$ cat src/rtl/flash_frame_parser.sv
module flash_frame_parser #(
  parameter int BLOCK_BITS   = 18,
  parameter int SPACE_BLOCKS = 64
) (
  input  logic        clk,
  input  logic        rst_n,
  input  logic        rx_valid,
  input  logic [7:0]  rx_byte,
  input  logic        ack_i,
  input  logic        blk_done_i,
  input  logic        blk_err_i,
  output logic        cmd_verify_o,
  output logic [31:0] blk_addr_o,
  output logic        word_valid_o,
  output logic [31:0] word_o,
  output logic        blk_ready_o,
  output logic [3:0]  state_o
);
  localparam int          WCW       = BLOCK_BITS - 2;
  localparam logic [32:0] BLK_SZ    = 33'(1) << BLOCK_BITS;
  localparam logic [32:0] SPACE     = 33'(SPACE_BLOCKS) << BLOCK_BITS;
  localparam logic [31:0] LOW_MASK  = 32'(BLK_SZ - 33'(1));
  localparam logic [3:0]  C_WAIT = 4'd0, C_PROG = 4'd1, C_VER = 4'd2, C_READ = 4'd3,
                          C_HOLD = 4'd4, C_EOFF = 4'd5, C_ECNT = 4'd6, C_ESUM = 4'd7,
                          C_EDN  = 4'd8;

  typedef enum logic [2:0] {S_HUNT, S_CMD, S_OFF, S_CNT, S_DATA, S_SUM, S_HOLD, S_ERR} st_t;

  st_t             st;
  logic [1:0]      hidx, lane;
  logic [23:0]     shreg;
  logic [31:0]     sum;
  logic [WCW-1:0]  wcnt;
  logic [7:0]      left;
  logic [3:0]      ecode;

  wire [31:0] nxt_word = {rx_byte, shreg};
  wire        off_bad  = ({1'b0, nxt_word} >= SPACE) || ((nxt_word & LOW_MASK) != 32'd0);
  wire [32:0] end_addr = {1'b0, blk_addr_o} + (33'(rx_byte) << BLOCK_BITS);
  wire        cnt_bad  = (rx_byte == 8'd0) || (end_addr > SPACE);

  function automatic logic [7:0] hdr_char(input logic [1:0] i);
    case (i)
      2'd0:    hdr_char = 8'h4D;
      2'd1:    hdr_char = 8'h50;
      2'd2:    hdr_char = 8'h54;
      default: hdr_char = 8'h21;
    endcase
  endfunction

  always_ff @(posedge clk) begin
    if (!rst_n) begin
      st <= S_HUNT; hidx <= '0; lane <= '0; shreg <= '0; sum <= '0; wcnt <= '0;
      left <= '0; ecode <= C_EOFF; cmd_verify_o <= 1'b0; blk_addr_o <= '0;
      word_valid_o <= 1'b0; word_o <= '0;
    end else begin
      word_valid_o <= 1'b0;
      case (st)
        S_HUNT: if (rx_valid) begin
          if (rx_byte == hdr_char(hidx)) begin
            hidx <= hidx + 2'd1;
            if (hidx == 2'd3) st <= S_CMD;
          end else hidx <= '0;
        end
        S_CMD: if (rx_valid) begin
          lane <= '0;
          if (rx_byte == 8'h50) begin cmd_verify_o <= 1'b0; st <= S_OFF; end
          else if (rx_byte == 8'h56) begin cmd_verify_o <= 1'b1; st <= S_OFF; end
          else st <= S_HUNT;
        end
        S_OFF: if (rx_valid) begin
          shreg <= nxt_word[31:8];
          lane  <= lane + 2'd1;
          if (lane == 2'd3) begin
            if (off_bad) begin st <= S_ERR; ecode <= C_EOFF; end
            else begin blk_addr_o <= nxt_word; st <= S_CNT; end
          end
        end
        S_CNT: if (rx_valid) begin
          if (cnt_bad) begin st <= S_ERR; ecode <= C_ECNT; end
          else begin
            left <= rx_byte; st <= S_DATA; sum <= '0; wcnt <= '0; lane <= '0;
          end
        end
        S_DATA: if (rx_valid) begin
          shreg <= nxt_word[31:8];
          lane  <= lane + 2'd1;
          if (lane == 2'd3) begin
            word_valid_o <= 1'b1;
            word_o       <= nxt_word;
            sum          <= sum + nxt_word;
            wcnt         <= wcnt + 1'b1;
            if (&wcnt) st <= S_SUM;
          end
        end
        S_SUM: if (rx_valid) begin
          shreg <= nxt_word[31:8];
          lane  <= lane + 2'd1;
          if (lane == 2'd3) begin
            if (nxt_word == sum) st <= S_HOLD;
            else begin st <= S_ERR; ecode <= C_ESUM; end
          end
        end
        S_HOLD: begin
          if (blk_err_i) begin st <= S_ERR; ecode <= C_EDN; end
          else if (blk_done_i) begin
            if (left == 8'd1) begin st <= S_HUNT; hidx <= '0; end
            else begin
              left <= left - 8'd1; blk_addr_o <= blk_addr_o + 32'(BLK_SZ);
              st <= S_DATA; sum <= '0; wcnt <= '0; lane <= '0;
            end
          end
        end
        default: if (ack_i) begin st <= S_HUNT; hidx <= '0; end
      endcase
    end
  end

  assign blk_ready_o = (st == S_HOLD);

  always_comb begin
    case (st)
      S_OFF, S_CNT:  state_o = cmd_verify_o ? C_VER : C_PROG;
      S_DATA, S_SUM: state_o = C_READ;
      S_HOLD:        state_o = C_HOLD;
      S_ERR:         state_o = ecode;
      default:       state_o = C_WAIT;
    endcase
  end
endmodule


$ cat config.mk
export PLATFORM = sky130hd
export DESIGN_NAME = flash_frame_parser
export DESIGN_NICKNAME = d
export VERILOG_FILES = /design/src/rtl/flash_frame_parser.sv
export SDC_FILE = /design/constraint.sdc
export NUM_CORES = 1
export LEC_CHECK = 0
export ABC_AREA = 1
export BUFFER_PORTS_ARGS = -buffer_cell sky130_fd_sc_hd__clkbuf_2
export CAP_MARGIN = 5
export CORE_MARGIN = 1.5
export CORE_UTILIZATION = 54
export DETAILED_ROUTE_END_ITERATION = 6
export GPL_TIMING_DRIVEN = 0
export PLACE_DENSITY = 0.69
export SYNTH_ARGS = -nofsm -noshare
export SYNTH_HDL_FRONTEND = slang
export SYNTH_SLANG_ARGS = --single-unit
$ cat constraint.sdc
create_clock -name clk -period 5.25 [get_ports clk]
set_input_delay 0.525 -clock clk [delete_from_list [all_inputs] [get_ports clk]]
set_output_delay 0.525 -clock clk [all_outputs]
set_load 0.01 [all_outputs]
==> results.ini <==
[pwr]
p_leak_nw = 5.239
vdd_drop_max_uv = 272.4
pwr_density_cell_nw_per_um2 = 229.5

[cts]
clock_sinks = 157
clk_pin_slew_worst_paths_ps = 70
htreeDepth = 4
cts_resized = 0
post_cts_buffers = 0
cts_buffer_depth = 2
cts_made_buffers = 17
ctsRootBufferMaster = clkbuf_16
cts_tree = built
clk-insertion-delay-late_ps = 450
cts-hold-fix-buffers = 0

[floorplanning]
die_x_microns = 138.2
initial_core_util = 0.5495
core_area_sq_um = 17960
die_area_sq_um = 19100
fp.dieH_microns = 138.2
ios = 85
rows = 49

[yosys]
syn_avg_cell_area_sq_um = 6.559
synth_edf_count = 0
ys.flop_type = dfxtp_1
yosysMostFrequentCell = nor2_1
synth_nets = 1572
synthCells = 1505
ys_seq_area_frac = 0.3184
async_reset_ff_frac = 0
ys_top_cells_by_area = dfxtp_1 (32%), nor2_1 (11%), nand2_1 (11%)
synth.distinct_cells = 54
synth_top_area_frac = 0.3184
yosys.area.top_type = dfxtp_1
synthTopCellsByCount = nor2_1 (294), nand2_1 (279), dfxtp_1 (157)
yosysWarnings = 0
syn-cell-area_sq_um = 9871
ys_ff_latch = 157

[global_routing]
grt_max_degree = 20
antenna_found_initial = 0
grt_pass1_wl_microns = 49080
overflow = 0
grt_pass1_vias = 9293
track_usage = 0.3216

[drt]
drc = 0
drtIter0Drc = 841
num_vias = 10267
drtAntennaViolNets = 0
first_pass_iters = 6
wl_microns = 30670
wl_per_cell_microns = 16.60
via_per_inst = 5.556

[setup_path]
critPathArrivalTime_ps = 3320
end_kind = flop
reg2reg_to = wcnt[0]
reg2reg_setup_slack_ps = 2260
crit_fanout = 10
required_ps = 5580
rr_worst_depth = 15
start_kind = flop
worstReg2RegStart = blk_addr_o[18]
critPathKind = reg2reg

[layout]
area_growth_pct = 13.28
num-fill-cells = 1749
num_antenna_cells = 0
final_area_sq_um = 11180
nets = 1673
drive_above_1_share = 0.1186

[timing]
setup-tns-final_ps = 0
max-slew-margin-rel = 0.4668
setup_viol = 0
slew_viol_final = 0
layout_min_cycle_time_ps = 2989
tightest_slew_ps = 791.5
setup_slack_ps = 2261
clock.fmax_ghz = 0.3346
whs_ps = 417.8
finalCritPeriodShare = 0.5693
skew_ps = 13.18
hold_violations = 0
rsz0062_at_grt = false

[outcome]
status = finished clean

[hold_path]
worstHoldStart = blk_err_i
hp-class = in2reg
whs_endpoint = ecode[3]
hold-path-cell-count = 3

[flow_run]
max-cap-violations = 0

[placement]
dpl_worst_slack_ps = 1882
dpl_cell_area_sq_um = 10570
globalplace.congestion = 0.9870
numPortBuffers = 82
dp_hpwl_microns = 23240

metrics by stage:
stage                     cells  power (mW)    util
after global routing       1848       2.643  0.6225
after floorplan            1505       1.277       -
after detailed placement   1816       1.313  0.5883
after global placement     1816       1.313  0.5883
final                      1848       2.566  0.6225
after CTS                  1848       2.582  0.6225
cell usage in the layout, fill, tap and decap left out, types with 8 or more instances in the layout:
cell,synthesis,routed
clkbuf_16,0,17
a21oi_1,101,101
a21oi_2,9,9
xnor2_1,12,12
or2_2,12,12
dfxtp_1,157,157
nand3_1,119,119
clkbuf_2,0,82
inv_2,12,12
nand3_2,8,8
nor3_1,21,21
o21ai_0,134,134
nor2_1,294,294
xor2_1,11,11
clkbuf_1,35,35
buf_2,10,10
inv_1,118,118
ha_1,51,51
nand2_1,279,279
nand4_1,16,16
nor4_1,19,19
nand3b_1,10,10
per-layer routing:
metal  up-vias  GRT usage  wire [microns]
li1       5194          -               -
met1      4663     0.4442           14190
met2       347     0.5064           13720
met3        63    0.05854            1925
met4         0     0.1108             838
met5         -          0               0
worst max-delay path: stages (launching register included):
cell     delay, ps
dfxtp_1        500
ha_1           310
fa_1           430
nor2_1         120
nand2_1         60
nor2_1         120
nand3_1         90
nor2_1          90
nand3_1         90
a21oi_2        230
nand3_4        140
nand3_4        120
nand2_4        120
buf_2          260
o21ai_1        150
inv_1           50
state kept, by name, indices dropped and copies added (netlist names):
register,flops
wcnt,16
cmd_verify_o,1
left,8
sum,32
word_o,32
blk_addr_o,32
word_valid_o,1
hidx,2
shreg,24
st,3
ecode,4
lane,2
worst max-delay path by stage:
| stage | slack, ps | end | start | cells after the start |
|---|---|---|---|---|
| final | 2260 | wcnt[0] | blk_addr_o[18] | 15 |
| after global routing | 2040 | left[4] | blk_addr_o[18] | 15 |
| after CTS | 2250 | wcnt[0] | blk_addr_o[18] | 15 |
| after detailed placement | 1880 | sum[1] | rx_byte[0] | 18 |
| after global placement | 1920 | sum[1] | rx_byte[0] | 18 |
| after floorplan | 2680 | sum[17] | rx_byte[0] | 18 |
cell families after synthesis:
family	share of synthesized area
compound gates	0.1590
xor+xnor	0.02041
fa+ha+maj	0.06870
buf+inv	0.08138
flops	0.3184
simple gates	0.3521
report_power, final:
group	internal, mW	switching (mW)
Sequential	1.19	0.000684
Combinational	0.0263	0.0699
Clock	0.652	0.627
area by class of cell:
cell class	count	area (sq um)	share of cell area
Timing Repair Buffer	82	410.4	0.03670
Buffer	57	306.5	0.02741
Sequential cell	157	3143	0.2811
Clock buffer	17	425.4	0.03804
Multi-Input combinational cell	1159	5924	0.5298
Tap cell	229	286.5	0.02562
Inverter	132	496.7	0.04442
Clock inverter	15	188.9	0.01690
Note: power is estimated with default switching activity, not from simulation.
